==> src/rtl/sam_pkg.sv <==
package sam_pkg;
  // Layout of the own-address byte: slave address above, direction bit at 0.
  localparam int DIR_BIT = 0;

  typedef enum logic {
    ADDR_MODE_7  = 1'b0,
    ADDR_MODE_10 = 1'b1
  } addr_mode_e;
endpackage

==> src/rtl/sam_own_reg.sv <==
module sam_own_reg #(
  parameter int ADDR_W = 7,
  localparam int BYTE_W = ADDR_W + 1
) (
  input  logic              clk,
  input  logic              rst,
  input  logic              wr_en,
  input  logic [BYTE_W-1:0] wr_data,
  input  logic              stop_det,
  output logic [BYTE_W-1:0] q
);
  import sam_pkg::*;

  logic [BYTE_W-1:0] q_r;

  always_ff @(posedge clk) begin
    if (rst) begin
      q_r <= '0;
    end else begin
      if (wr_en) q_r <= wr_data;
      // Hardware clear of the direction bit overrides the CPU write.
      if (stop_det) q_r[DIR_BIT] <= 1'b0;
    end
  end

  assign q = q_r;


  stop_clears_dir_chk: assert property (@(posedge clk) disable iff (rst)
    stop_det |=> (q_r[DIR_BIT] == 1'b0));


  write_keeps_addr_chk: assert property (@(posedge clk) disable iff (rst)
    wr_en |=> (q_r[BYTE_W-1:1] == $past(wr_data[BYTE_W-1:1])));


  idle_hold_chk: assert property (@(posedge clk) disable iff (rst)
    (!wr_en && !stop_det) |=> $stable(q_r));
endmodule

==> src/rtl/sam_arm_tracker.sv <==
module sam_arm_tracker (
  input  logic clk,
  input  logic rst,
  input  logic start_det,
  input  logic stop_det,
  input  logic rx_valid,
  output logic armed,
  output logic take_byte
);
  logic armed_r;

  // The compare window is the first byte strobe after START.
  assign take_byte = armed_r && rx_valid && !start_det && !stop_det;

  always_ff @(posedge clk) begin
    if (rst)            armed_r <= 1'b0;
    else if (start_det) armed_r <= 1'b1;
    else if (stop_det)  armed_r <= 1'b0;
    else if (rx_valid)  armed_r <= 1'b0;
  end

  assign armed = armed_r;


  single_shot_chk: assert property (@(posedge clk) disable iff (rst)
    (armed_r && rx_valid && !start_det) |=> !armed_r);


  start_rearms_chk: assert property (@(posedge clk) disable iff (rst)
    start_det |=> armed_r);
endmodule

==> src/rtl/sam_compare.sv <==
module sam_compare #(
  parameter int ADDR_W = 7,
  localparam int BYTE_W = ADDR_W + 1
) (
  input  logic              mode_10b,
  input  logic [BYTE_W-1:0] own,
  input  logic [BYTE_W-1:0] rx,
  output logic              hit
);
  import sam_pkg::*;

  logic [BYTE_W-1:0] bit_ok;

  generate
    for (genvar i = 0; i < BYTE_W; i++) begin : g_bit
      if (i == DIR_BIT) begin : g_dir
        // The direction bit counts only with ten-bit headers.
        assign bit_ok[i] = (addr_mode_e'(mode_10b) == ADDR_MODE_7) || (own[i] == rx[i]);
      end else begin : g_addr
        assign bit_ok[i] = (own[i] == rx[i]);
      end
    end
  endgenerate

  assign hit = &bit_ok;
endmodule

==> src/rtl/slave_addr_match.sv <==
module slave_addr_match #(
  parameter int ADDR_W = 7,
  localparam int BYTE_W = ADDR_W + 1
) (
  input  logic              clk,
  input  logic              rst,
  input  logic              mode_10b,
  input  logic              start_det,
  input  logic              stop_det,
  input  logic              rx_valid,
  input  logic [BYTE_W-1:0] rx_byte,
  input  logic              wr_en,
  input  logic [BYTE_W-1:0] wr_data,
  output logic [BYTE_W-1:0] own_addr,
  output logic              match
);
  logic [BYTE_W-1:0] own_q;
  logic              armed;
  logic              take_byte;
  logic              hit;
  logic              match_r;

  sam_own_reg #(.ADDR_W(ADDR_W)) u_reg (
    .clk      (clk),
    .rst      (rst),
    .wr_en    (wr_en),
    .wr_data  (wr_data),
    .stop_det (stop_det),
    .q        (own_q)
  );

  sam_arm_tracker u_arm (
    .clk       (clk),
    .rst       (rst),
    .start_det (start_det),
    .stop_det  (stop_det),
    .rx_valid  (rx_valid),
    .armed     (armed),
    .take_byte (take_byte)
  );

  sam_compare #(.ADDR_W(ADDR_W)) u_cmp (
    .mode_10b (mode_10b),
    .own      (own_q),
    .rx       (rx_byte),
    .hit      (hit)
  );

  always_ff @(posedge clk) begin
    if (rst)                        match_r <= 1'b0;
    else if (start_det || stop_det) match_r <= 1'b0;
    else if (take_byte)             match_r <= hit;
  end

  assign own_addr = own_q;
  assign match    = match_r;


  bus_event_clears_chk: assert property (@(posedge clk) disable iff (rst)
    (start_det || stop_det) |=> !match_r);


  rise_needs_arm_chk: assert property (@(posedge clk) disable iff (rst)
    $rose(match_r) |-> $past(armed && rx_valid));


  hold_chk: assert property (@(posedge clk) disable iff (rst)
    (!start_det && !stop_det && !(armed && rx_valid)) |=> $stable(match_r));
endmodule

==> config.mk <==
export PLATFORM = sky130hd
export DESIGN_NAME = slave_addr_match
export DESIGN_NICKNAME = d
export VERILOG_FILES = /design/src/rtl/sam_pkg.sv /design/src/rtl/sam_own_reg.sv /design/src/rtl/sam_arm_tracker.sv /design/src/rtl/sam_compare.sv /design/src/rtl/slave_addr_match.sv
export SDC_FILE = /design/constraint.sdc
export NUM_CORES = 1
export LEC_CHECK = 0
export CORE_UTILIZATION = 33
export CTS_CLUSTER_SIZE = 14
export DETAILED_ROUTE_END_ITERATION = 7
export PLACE_DENSITY = 0.81
export SETUP_SLACK_MARGIN = 0.15
export SYNTH_ARGS = -nofsm -noshare
export SYNTH_HDL_FRONTEND = slang
export SYNTH_SLANG_ARGS = --single-unit
==> constraint.sdc <==
create_clock -name clk -period 1.05 [get_ports clk]
set_input_delay 0.1575 -clock clk [delete_from_list [all_inputs] [get_ports clk]]
set_output_delay 0.1575 -clock clk [all_outputs]
set_load 0.01 [all_outputs]
==> results_dict.tcl, run 1 <==
set metrics [dict create \
    p_int_uw 794.9 \
    wl_um 1267 \
    synth_seq_area_share 0.4290 \
    syn_to_final_growth_pct 106.7 \
    swShare 0.2376 \
    grt_pass1_wl_um 1932 \
    worstPathCellList "buf_6 -> xnor2_2 -> nand4_1 -> o31ai_1" \
    hold_depth 3 \
    crit_path_end_kind "flip-flop" \
    worst-path-buf-inv 1 \
    route.detailed.drc 0 \
    leakage_nw 0.4416 \
    die_width_um 39.61 \
    cp_slowest_stage_delay_ns 0.33 \
    final_common_cell "clkdlybuf4s50_1" \
    antenna_left 0 \
    grt_max_degree 10 \
    cts_root_buffer "clkbuf_4" \
    ys_seq_elements 10 \
    viasPerCell 4.594 \
    cp.arrival_ns 1.19 \
    crit_path_start_kind "flip-flop" \
    yosys.area.top_type_share 0.4290 \
    comb_power_share 0.266 \
    worst-slew-pin-transition_ns 0.1710 \
    die_area_mm2 0.001569 \
    yosysTopAreaCell "dfxtp_1" \
    layout_common_cells "19 x clkdlybuf4s50_1, 9 x nor2_1, 9 x buf_6, 7 x mux2i_1, 7 x dfxtp_2" \
    r2r_slack_ns 0.04 \
    hpwl_um 928.4 \
    cts_made_buffers 3 \
    antenna_found_initial 0 \
    synthCells 47 \
    dp.cells 102 \
    maxCapViolCount 0 \
    numPortBuffers 31 \
    final_cells 106 \
    nFillCells 94 \
    hold_slack_ns 0.2600 \
    max_clock_freq_ghz 0.9902 \
    synthDistinctLibCells 15 \
    status "finished clean" \
    period_minus_slack_ns 1.010 \
    r2r_cells 4 \
    core_mm2 0.001301 \
    vias 487 \
    synth.area.top_cells "dfxtp_1 43%, mux2i_1 17%, xnor2_1 15%" \
    holdBufCountCts 0 \
    pwr-share-seq 0.399 \
    clk_pin_slew_ns 0.07 \
    drive_gt1_frac 0.4286 \
    pwr_density_cell_mw_per_mm2 1081 \
    critPathLaunch "u_reg.q[4]" \
    place.gp.congestion 0.6611 \
    cp_slowest_cell "dfxtp_2" \
    drtIter0Drc 6 \
    cts_tree "built" \
    required_ns 1.23 \
    start_util 0.3587 \
    ys_warn_count 0 \
    crit-reg2reg-capture "match" \
    syn_nets 70 \
    rsz0062_at_grt "true" \
    slew_headroom 0.8827 \
    fin_nets 115 \
    postSynthAreaPerCell_um2 9.930 \
    ir_drop_mv 0.8303 \
    cts_buffer_depth 2 \
    critPathKind "flip-flop to flip-flop" \
    period_share 0.9618 \
    p_sw_uw 247.7 \
    post_drt_wl_per_cell_um 11.95 \
    finalPower_mw 1.043 \
    cpLargestDelayFamily "flip-flops" \
    fp.dieH_um 39.61 \
    io_pins 32 \
    syn_area_um2 466.7 \
    setup_viol 0 \
    final_area_um2 964.7 \
    clock_skew_ns 0.002098 \
    n_antenna_cell 0 \
    clock-sinks 10 \
    grt_pass1_vias 463 \
    htree_levels 1 \
    grt.overflow.total 0 \
    endpoint "match" \
    power_frac_clock 0.335 \
    maxSlewViolCount 0 \
    rr_startpoint "u_reg.q[4]" \
    hp-class "primary input to flip-flop" \
    gr-usage-all-layers 0.1912 \
    dpl-instance-area_um2 863.3 \
    worstSetupPathDepth 4 \
    dr.pass1.iters 2 \
    cp_max_fo 2 \
    insertion_delay_ns 0.26 \
    hold_viol 0 \
    rows 13 \
]
[logic make-up (layout without fill, tap and decap cells)]
kind of cell	count (synthesis)	in the layout	share of synthesized area
and+or+nand+nor	15	15	0.1609
DFF	10	10	0.4290
xor gates and xnor gates	8	8	0.1501
muxes	8	8	0.1716
AOI/OAI and AO/OA	3	3	0.04558
buffers and inverters	3	47	0.04288
[metal layers]
| layer | up-vias | GRT usage | routed length, µm |
|---|---|---|---|
| met1 | 215 | 0.2587 | 562 |
| met4 | 0 | 0.1034 | 5 |
| met3 | 2 | 0.05114 | 96 |
| met5 | - | 0 | 0 |
| li1 | 249 | - | - |
| met2 | 21 | 0.2705 | 603 |
[repair_timing]
| action | in CTS | in global routing |
|---|---|---|
| pin swaps | 9 | 2 |
| setup endpoints to repair | 10 | 16 |
| buffers inserted | 0 | 0 |
| gates resized for setup | 50 | 10 |
[metrics by stage]
step / utilization / setup TNS [ns] / setup slack (ns)
2_1_floorplan: - / 0 / 0.1756
3_3_place_gp: 0.6635 / -0.9433 / -0.2063
3_5_place_dp: 0.6635 / -1.114 / -0.2916
4_1_cts: 0.7183 / 0 / 0.04568
5_1_grt: 0.7413 / -0.03713 / -0.03713
6_report: 0.7413 / 0 / 0.04010
[sequential cells by signal (all words and copies together) (netlist names)]
signal and flops:
match 1, u_arm.armed 1, u_reg.q 8
[worst min-delay path by stage]
stage / from / end / slack (ns)
after CTS: start_det / u_arm.armed / 0.33
after floorplan: stop_det / u_reg.q[0] / 0.23
after global routing: stop_det / u_reg.q[0] / 0.27
after global placement: match / match / 0.46
after detailed placement: match / match / 0.48
final: stop_det / u_reg.q[0] / 0.26
[cell usage after synthesis]
cell        n
nand4_1     1
nor2_1      9
nand2_1     1
a21oi_1     1
nor3_1      1
o2111ai_1   1
nor3_4      1
mux2i_1     8
dfxtp_1    10
o31ai_1     1
buf_6       1
inv_1       1
buf_2       1
nand3_1     2
xnor2_1     8
[worst register-to-register path, stage by stage, from the launching register on]
cell,delay [ns]
dfxtp_2,0.33
buf_6,0.12
xnor2_2,0.11
nand4_1,0.13
o31ai_1,0.24
[power by group through the flow]
stage	Sequential, mW	Clock (mW)	Combinational [mW]
floorplan	0.431	0	0.0770
CTS	0.414	0.356	0.266
finish	0.416	0.349	0.277
global placement	0.418	0	0.249
detailed placement	0.418	0	0.251
global route	0.419	0.375	0.299
[final cells by class]
cell class              count  area (µm²)  area share
well taps                  15       18.77     0.01946
inverters                   1       3.754    0.003891
clock buffers               4       36.28     0.03761
repair buffers             42       401.6      0.4163
multi-input cells          34       295.3      0.3061
flip-flops and latches     10       209.0      0.2166
Power figures use the tool's default switching activity.
==> run 2: changes to the inputs <==
--- a/config.mk
+++ b/config.mk
@@ -8,7 +8,7 @@
 export CORE_UTILIZATION = 33
 export CTS_CLUSTER_SIZE = 14
 export DETAILED_ROUTE_END_ITERATION = 7
-export PLACE_DENSITY = 0.81
+export PLACE_DENSITY = 0.76
 export SETUP_SLACK_MARGIN = 0.15
 export SYNTH_ARGS = -nofsm -noshare
 export SYNTH_HDL_FRONTEND = slang
==> run 2 against run 1 <==
Maximum frequency rose by 1.1%. Non-clock buffer count fell by 1. Sequential cell count did not move. Core utilization fell by 1.5 points. Wire length rose by 7.6%. First-iteration DRC count fell by 50%. Setup slack improved by 0.011 ns.
==> results_dict.tcl, run 2 (synthesized netlist as in run 1, its figures left out) <==
set metrics [dict create \
    drtIter0Drc 3 \
    cp_slowest_stage_delay_ns 0.32 \
    maxCapViolCount 0 \
    worst-slew-pin-transition_ns 0.1559 \
    cts_buffer_depth 2 \
    wl_um 1363 \
    fin_nets 114 \
    gr-usage-all-layers 0.2000 \
    cts_root_buffer "clkbuf_4" \
    htree_levels 1 \
    grt_pass1_wl_um 2021 \
    cts_tree "built" \
    n_antenna_cell 0 \
    clk_pin_slew_ns 0.06 \
    final_common_cell "clkdlybuf4s50_1" \
    syn_to_final_growth_pct 102.4 \
    cp.arrival_ns 1.17 \
    leakage_nw 0.4383 \
    multi_input_area_um2 306.5 \
    numPortBuffers 31 \
    ir_drop_mv 0.6435 \
    fp.dieH_um 39.61 \
    regArea_um2 209.0 \
    viasPerCell 4.731 \
    grt_pass1_vias 485 \
    start_util 0.3587 \
    pwr_density_cell_mw_per_mm2 1013 \
    dpl_worst_slack_ns -0.2510 \
    antenna_left 0 \
    hpwl_um 954 \
    drive_gt1_frac 0.4270 \
    setup_viol 0 \
    die_width_um 39.61 \
    layout_common_cells "18 x clkdlybuf4s50_1, 9 x nor2_1, 8 x mux2i_1, 8 x xnor2_2" \
    hold_slack_ns 0.2188 \
    dr.pass1.iters 2 \
    period_minus_slack_ns 0.9989 \
    critPathKind "flip-flop to flip-flop" \
    grt_max_degree 10 \
    cp_slowest_cell "dfxtp_2" \
    io_pins 32 \
    status "finished clean" \
    crit_path_end_kind "flip-flop" \
    nFillCells 99 \
    die_area_mm2 0.001569 \
    clock-sinks 10 \
    dpl-instance-area_um2 868.3 \
    slew_headroom 0.8931 \
    rows 13 \
    clock_skew_ns 0.002173 \
    worstPathCellList "buf_4 -> xnor2_2 -> nand3_1 -> o31ai_1" \
    hp-class "primary input to flip-flop" \
    post_drt_wl_per_cell_um 13.11 \
    max_clock_freq_ghz 1.001 \
    route.detailed.drc 0 \
    largest_reg_flops 8 \
    final_cells 104 \
    final_area_um2 944.7 \
    rsz0062_at_grt "true" \
    hold_viol 0 \
    setup_ws_ns 0.05107 \
    place.gp.congestion 0.6580 \
    crit_path_start_kind "flip-flop" \
    period_share 0.9514 \
    cts_made_buffers 3 \
    antenna_found_initial 0 \
    core_mm2 0.001301 \
    required_ns 1.23 \
    grt.overflow.total 0 \
    maxSlewViolCount 0 \
    cp_max_fo 2 \
    vias 492 \
    cts_setup_buffers 0 \
    insertion_delay_ns 0.26 \
    dp.cells 101 \
]
[run 2: cell types whose count changed in the layout (fill, tap and decap cells not counted), moves of 2 or more]
cell and change:
xnor2_1 -2, buf_6 -3, dlygate4sd2_1 +2, xnor2_2 +2
[run 2: final cells by class]
type,count,share of cell area
clock buffers,3,0.02384
repair buffers,41,0.4066
inverters,1,0.003974
flip-flops and latches,10,0.2212
well taps,15,0.01987
multi-input cells,34,0.3245
[run 2: what timing repair did]
action / CTS / global route
resized for setup: 49 / 11
pin swaps: 7 / 6
endpoints found under the setup margin: 13 / 6
hold buffers: 0 / 0
[run 2: metrics by stage]
stage                     power, mW  setup TNS, ns    util
after CTS                    0.9421              0  0.6913
after global placement       0.6718         -1.214  0.6673
after detailed placement     0.6755         -1.267  0.6673
after global routing          1.006     -0.0009162  0.7260
final                        0.9571              0  0.7260
after floorplan              0.5081              0       -
[run 2: final timing paths]
kind	start	to	slack, ns	cells past startpoint
setup / recovery	u_reg.q[2]	match	0.05	4
hold / removal	start_det	u_arm.armed	0.22	3
setup reg to reg	u_reg.q[2]	match	0.05	4
hold reg to reg	match	match	0.47	2
[run 2: power breakdown]
part	leakage (nW)	internal, mW	switching (mW)
sequential	0.0849	0.402	0.0145
clock	0.0138	0.132	0.129
combinational	0.340	0.182	0.0974
[run 2: critical path: cells and delay by family (launching register included)]
kind | cells | cell delay [ns]
AO/OA/AOI/OAI | 1 | 0.22
XOR/XNOR | 1 | 0.13
buffers and inverters | 1 | 0.14
flip-flops | 1 | 0.32
AND/OR/NAND/NOR | 1 | 0.11
[run 2: layer usage]
| metal | vias up | global-route usage | share of wire |
|---|---|---|---|
| met1 | 228 | 0.2561 | 0.41 |
| met2 | 20 | 0.3074 | 0.52 |
| met3 | 0 | 0.04545 | 0.068 |
| met4 | 0 | 0.1034 | 0 |
| met5 | - | 0 | 0 |
| li1 | 244 | - | - |
==> run 3: changes to the inputs <==
--- a/config.mk
+++ b/config.mk
@@ -8,6 +8,7 @@
 export CORE_UTILIZATION = 33
 export CTS_CLUSTER_SIZE = 14
 export DETAILED_ROUTE_END_ITERATION = 7
+export HOLD_SLACK_MARGIN = 0.08
 export PLACE_DENSITY = 0.76
 export SETUP_SLACK_MARGIN = 0.15
 export SYNTH_ARGS = -nofsm -noshare
==> results of run 3 <==
Same layout as run 2: the final DEF is identical, and so are final timing and power.
